## src/rtl/fgp_pkg.sv

```systemverilog
package fgp_pkg;
  localparam int FGP_ROW_W = 8;
  typedef logic [FGP_ROW_W-1:0] row_vec_t;

  function automatic int row_of(input int pin);
    return pin % FGP_ROW_W;
  endfunction

  // clear has priority over set
  function automatic row_vec_t latch_next(input row_vec_t q, input row_vec_t s, input row_vec_t c);
    return (q | s) & ~c;
  endfunction
endpackage

```

## src/rtl/fgp_latch.sv

```systemverilog
module fgp_latch
  import fgp_pkg::*;
(
  input  logic     clk,
  input  logic     rst_n,
  input  logic     wr_en,
  input  row_vec_t wr_set,
  input  row_vec_t wr_clr,
  output row_vec_t q
);
  always_ff @(posedge clk or negedge rst_n) begin
    if (!rst_n)     q <= '0;
    else if (wr_en) q <= latch_next(q, wr_set, wr_clr);
  end

  assert_set_R2: assert property (@(posedge clk) disable iff (!rst_n)
    wr_en |=> ((q & $past(wr_set & ~wr_clr)) == $past(wr_set & ~wr_clr)));
  assert_clear_wins_R3: assert property (@(posedge clk) disable iff (!rst_n)
    wr_en |=> ((q & $past(wr_clr)) == '0));
  assert_hold_R10: assert property (@(posedge clk) disable iff (!rst_n)
    !wr_en |=> $stable(q));
endmodule

```

## src/rtl/fgp_sync.sv

```systemverilog
module fgp_sync #(
  parameter int NUM_PINS = 50,
  parameter int STAGES   = 2
) (
  input  logic                clk,
  input  logic                rst_n,
  input  logic [NUM_PINS-1:0] d,
  output logic [NUM_PINS-1:0] q
);
  logic [NUM_PINS-1:0] stg [STAGES];

  generate
    for (genvar s = 0; s < STAGES; s++) begin : g_stage
      always_ff @(posedge clk or negedge rst_n) begin
        if (!rst_n) stg[s] <= '0;
        else        stg[s] <= (s == 0) ? d : stg[(s == 0) ? 0 : s-1];
      end
    end
  endgenerate

  assign q = stg[STAGES-1];
endmodule

```

## src/rtl/fgp_gather.sv

```systemverilog
module fgp_gather
  import fgp_pkg::*;
#(
  parameter int NUM_PINS = 50
) (
  input  logic [NUM_PINS-1:0] level,
  input  logic [NUM_PINS-1:0] active,
  output row_vec_t            rd
);
  always_comb begin
    rd = '0;
    for (int n = 0; n < NUM_PINS; n++)
      rd[row_of(n)] = rd[row_of(n)] | (level[n] & active[n]);
  end
endmodule

```

## src/rtl/fgp_port.sv

```systemverilog
module fgp_port
  import fgp_pkg::*;
#(
  parameter int NUM_PINS    = 50,
  parameter int SYNC_STAGES = 2
) (
  input  logic                 clk,
  input  logic                 rst_n,
  input  logic                 wr_en,
  input  logic [FGP_ROW_W-1:0] wr_set,
  input  logic [FGP_ROW_W-1:0] wr_clr,
  input  logic [NUM_PINS-1:0]  pin_fast_sel,
  input  logic [NUM_PINS-1:0]  pin_tristate,
  input  logic [NUM_PINS-1:0]  gpio_out,
  input  logic [NUM_PINS-1:0]  pad_in,
  output logic [FGP_ROW_W-1:0] fast_q,
  output logic [FGP_ROW_W-1:0] rd_data,
  output logic [NUM_PINS-1:0]  pad_out
);
  logic [NUM_PINS-1:0] fast_act;
  logic [NUM_PINS-1:0] in_sync;

  assign fast_act = pin_fast_sel & ~pin_tristate;

  fgp_latch u_latch (
    .clk(clk), .rst_n(rst_n), .wr_en(wr_en),
    .wr_set(wr_set), .wr_clr(wr_clr), .q(fast_q)
  );

  fgp_sync #(.NUM_PINS(NUM_PINS), .STAGES(SYNC_STAGES)) u_sync (
    .clk(clk), .rst_n(rst_n), .d(pad_in), .q(in_sync)
  );

  fgp_gather #(.NUM_PINS(NUM_PINS)) u_gather (
    .level(in_sync), .active(fast_act), .rd(rd_data)
  );

  generate
    for (genvar n = 0; n < NUM_PINS; n++) begin : g_pad
      assign pad_out[n] = fast_act[n] ? fast_q[n % FGP_ROW_W] : gpio_out[n];

      assert_row_drive_R6: assert property (@(posedge clk) disable iff (!rst_n)
        (pin_fast_sel[n] && !pin_tristate[n]) |-> (pad_out[n] == fast_q[n % FGP_ROW_W]));
      assert_tristate_lock_R7: assert property (@(posedge clk) disable iff (!rst_n)
        pin_tristate[n] |-> (pad_out[n] == gpio_out[n]));
      assert_revert_R8: assert property (@(posedge clk) disable iff (!rst_n)
        !pin_fast_sel[n] |-> (pad_out[n] == gpio_out[n]));
    end
  endgenerate

  assert_idle_read_R9: assert property (@(posedge clk) disable iff (!rst_n)
    ((pin_fast_sel & ~pin_tristate) == '0) |-> (rd_data == '0));
endmodule

```

## config.mk

```make
export PLATFORM = sky130hd
export DESIGN_NAME = fgp_port
export DESIGN_NICKNAME = d
export VERILOG_FILES = /design/src/rtl/fgp_pkg.sv /design/src/rtl/fgp_latch.sv /design/src/rtl/fgp_sync.sv /design/src/rtl/fgp_gather.sv /design/src/rtl/fgp_port.sv
export SDC_FILE = /design/constraint.sdc
export NUM_CORES = 1
export LEC_CHECK = 0
export ABC_AREA = 0
export BUFFER_PORTS_ARGS = -buffer_cell sky130_fd_sc_hd__buf_2
export CORE_ASPECT_RATIO = 0.5
export CORE_MARGIN = 4
export CORE_UTILIZATION = 42
export CTS_CLUSTER_DIAMETER = 150
export DETAILED_ROUTE_END_ITERATION = 12
export PLACE_DENSITY = 0.8
export SKIP_CTS_REPAIR_TIMING = 1
export SLEW_MARGIN = 20
export SYNTH_ARGS = -nofsm -noshare
export SYNTH_HDL_FRONTEND = slang
export SYNTH_SLANG_ARGS = --single-unit
```

## constraint.sdc

```tcl
create_clock -name clk -period 1 [get_ports clk]
set_clock_uncertainty 0.05 [all_clocks]
set_input_delay 0.2 -clock clk [delete_from_list [all_inputs] [get_ports clk]]
set_output_delay 0.2 -clock clk [all_outputs]
set_load 0.03 [all_outputs]
```

==> PnR_summary.wiki <==
{| class="wikitable"
! Metric !! Value
|-
| CTS clk-pin slew, worst paths || 0.07 ns
|-
| DPL Wire Length || 10100 um
|-
| Wire length of the first global-routing pass || 18200 um
|-
| Maximum net fanout on the critical path || 1
|-
| Via count of the first global-routing pass || 3653
|-
| Worst Tran Pin Value || 0.404 ns
|-
| Placed Instance Area || 6200 sq um
|-
| Hold violation total from the final report || 0
|-
| Die span in x || 151 um
|-
| Worst-Skew Late Latency || 0.33 ns
|-
| CP Class || reg -> out
|-
| Number of unique standard cell types used by synthesis || 13
|-
| CTS H-Tree Depth || 3
|-
| Total grt overflow || 0
|-
| Number of slew-limit violations in the final report || 0
|-
| Vertical extent of the die || 79.5 um
|-
| Count of max-cap constraint violations || 0
|-
| IO buf count || 284
|-
| Floorplan core area || 9700 sq um
|-
| Maximum resistive drop on vdd || 1110 uV
|-
| Signal arrival time at the worst endpoint || 1.33 ns
|-
| Count of pins on the block boundary || 285
|-
| Capture endpoint of the worst hold path || u_latch.q[1]$_DFFE_PN0P_
|-
| Clock period minus final worst setup slack || 1.58 ns
|-
| Initial Utilization || 0.442
|-
| Core Rows || 25
|-
| Placer Congestion || 0.896
|-
| Setup violators final || 67
|-
| Netlist Area Pre-Place || 4290 sq um
|-
| Wire per inst || 17.7 um
|-
| Syn Inst Count || 292
|-
| Pre-CTS setup slack || -0.263 ns
|-
| Number of fill cells in the layout || 580
|-
| Utilization of the core after routing || 0.781
|-
| Iteration count of the initial detailed-routing pass || 4
|-
| Status || finished with violations
|-
| Hold path startpoint || wr_set[1]
|-
| Antenna viol nets, final || 0
|-
| Fraction of layout instances using a drive strength above 1 || 0.604
|-
| RSZ-0062 raised after global routing || yes
|-
| Number of design-rule violations left by the first detailed-router iteration || 98
|-
| Type of destination of the critical path || primary output
|-
| Remaining design rule violation count || 0
|-
| GRT Overall Usage || 0.198
|-
| Number of buffers created by CTS || 9
|-
| Final clock period utilization by the worst path || 1.58
|-
| Slew headroom || 0.731
|-
| Drt total wl || 14200 um
|-
| CTS Sinks || 108
|-
| YS warnings || 0
|-
| Number of standard cells in the layout, taps in and fillers out || 802
|-
| Overall die area || 12000 sq um
|-
| Area of all placed cells without fillers || 7570 sq um
|-
| Inst Count DP || 719
|-
| Post-layout net count || 880
|-
| Pwr/cell area || 1440 nW/um^2
|-
| Data required time at the worst endpoint || 0.75 ns
|-
| Pin count of the biggest net entering global routing || 37
|-
| Max frequency || 0.632 GHz
|-
| Layout-stage area growth over the synthesis result || 76.5%
|-
| Detailed-route vias per instance || 4.66
|-
| Total negative slack for setup checks || -31.76 ns
|-
| Leakage Power || 3.89 nW
|-
| Launch instance of the worst register-to-register path || u_latch.q[0]$_DFFE_PN0P_
|-
| Routed vias || 3735
|-
| Cells on Worst Hold Path || 3
|-
| Worst setup SP type || flip-flop
|-
| Failing checks || negative setup slack
|-
| Post-synthesis sequential element count || 108
|-
| Number of cell instances on the worst register-to-register path || 4
|-
| Share of synthesized area occupied by flip-flops and latches || 0.630
|-
| Syn_area_per_cell || 14.7 sq um
|-
| Critical R2R Capture || u_latch.q[0]$_DFFE_PN0P_
|-
| Library cell used as clock root buffer || clkbuf_16
|-
| Net count of the mapped netlist || 511
|-
| Worst-case setup margin in the final layout || -0.582 ns
|-
| TritonCTS clock tree || built
|-
| Max clock buf depth || 2
|-
| Antenna violations before repair || 1
|-
| Class of the tightest hold or removal check || in -> reg
|-
| Slack of the worst reg-to-reg path || -0.01 ns
|}
-- critical path, stage by stage (launching register included) --
cell	delay, ns
dfrtp_1	0.37
nand3b_1	0.08
o2111a_1	0.20
nand4_1	0.16
buf_6	0.19
-- cells in the final DEF (no fill, tap or decap), types with 2 or more instances in the layout --
cell / netlist / layout
dfrtp_1: 108 / 100
buf_2: 0 / 220
nand2b_1: 30 / 30
clkbuf_16: 0 / 9
a21oi_1: 16 / 14
nand4_1: 2 / 2
dfrtp_2: 0 / 8
a21oi_2: 0 / 2
o221ai_2: 0 / 6
inv_8: 0 / 2
o2111a_1: 8 / 8
nand2b_4: 20 / 20
dlygate4sd3_1: 0 / 59
mux2_4: 0 / 50
buf_12: 0 / 3
nand3b_1: 30 / 30
buf_6: 1 / 72
inv_6: 0 / 2
inv_1: 20 / 20
buf_4: 0 / 6
-- final cells by class --
| type | count | area [sq um] | share of cell area |
|---|---|---|---|
| sequential | 108 | 2710 | 0.358 |
| clock inverter | 6 | 56.3 | 0.00744 |
| timing repair buffer | 360 | 2610 | 0.344 |
| antenna | 1 | 2.50 | 0.000331 |
| clock buffer | 10 | 229 | 0.0302 |
| inverter | 20 | 75.1 | 0.00992 |
| tap | 135 | 169 | 0.0223 |
| multi-input combinational | 162 | 1720 | 0.227 |
-- state kept, by name, summed over array words and instances, names as in the netlist --
signal,count
u_sync.stg,50
u_latch.q,8
u_sync.q,50
-- stage by stage --
step / power, mW / hold slack (ns)
global route: 11.4 / 0.0944
finish: 10.9 / 0.0825
global placement: 6.95 / 0.0368
floorplan: 6.03 / -0.146
CTS: 10.3 / -0.325
detailed placement: 7.01 / 0.0351
-- synthesized netlist by cell type (all sizes together) --
master | count | area, sq um
a21oi | 16 | 80.1
buf | 2 | 26.3
dfrtp | 108 | 2700
inv | 20 | 75.1
mux2 | 50 | 563
nand2b | 50 | 463
nand3b | 30 | 225
nand4 | 2 | 12.5
o2111a | 8 | 90.1
o221ai | 6 | 52.6
-- layer usage --
layer  up-vias  wire [um]  global-route usage
met2       103       8370               0.370
met3        24        612              0.0510
met1      1857       4990               0.230
li1       1751          -                   -
met5         -          0                   0
met4         0        243              0.0470
-- logic make-up (layout without fill, tap and decap cells) --
family | after synthesis | in the layout | share of synthesized area
other | 0 | 1 | 0
DFF | 108 | 108 | 0.630
AOI/OAI and AO/OA | 30 | 30 | 0.0519
and+or+nand+nor | 82 | 82 | 0.163
muxes | 50 | 50 | 0.131
buffers and inverters | 22 | 396 | 0.0236
-- where the power goes --
part           leakage, nW  internal (mW)  total [mW]  switching, mW
Combinational         2.49           1.53        2.83           1.30
Clock                0.138           1.75        3.33           1.59
Sequential            1.25           4.61        4.76          0.150
Total                 3.89           7.89        10.9           3.04
-- worst max path at each step --
stage          cells after the start    endpoint                   start
6_report                           4  rd_data[0]  u_sync.q[32]$_DFF_PN0_
4_1_cts                            4  rd_data[0]  u_sync.q[24]$_DFF_PN0_
2_1_floorplan                      3  rd_data[0]  u_sync.q[24]$_DFF_PN0_
3_5_place_dp                       5  rd_data[0]         pin_tristate[8]
5_1_grt                            4  rd_data[0]  u_sync.q[32]$_DFF_PN0_
3_3_place_gp                       5  rd_data[0]         pin_tristate[8]
Note: power is estimated with default switching activity, not from simulation.
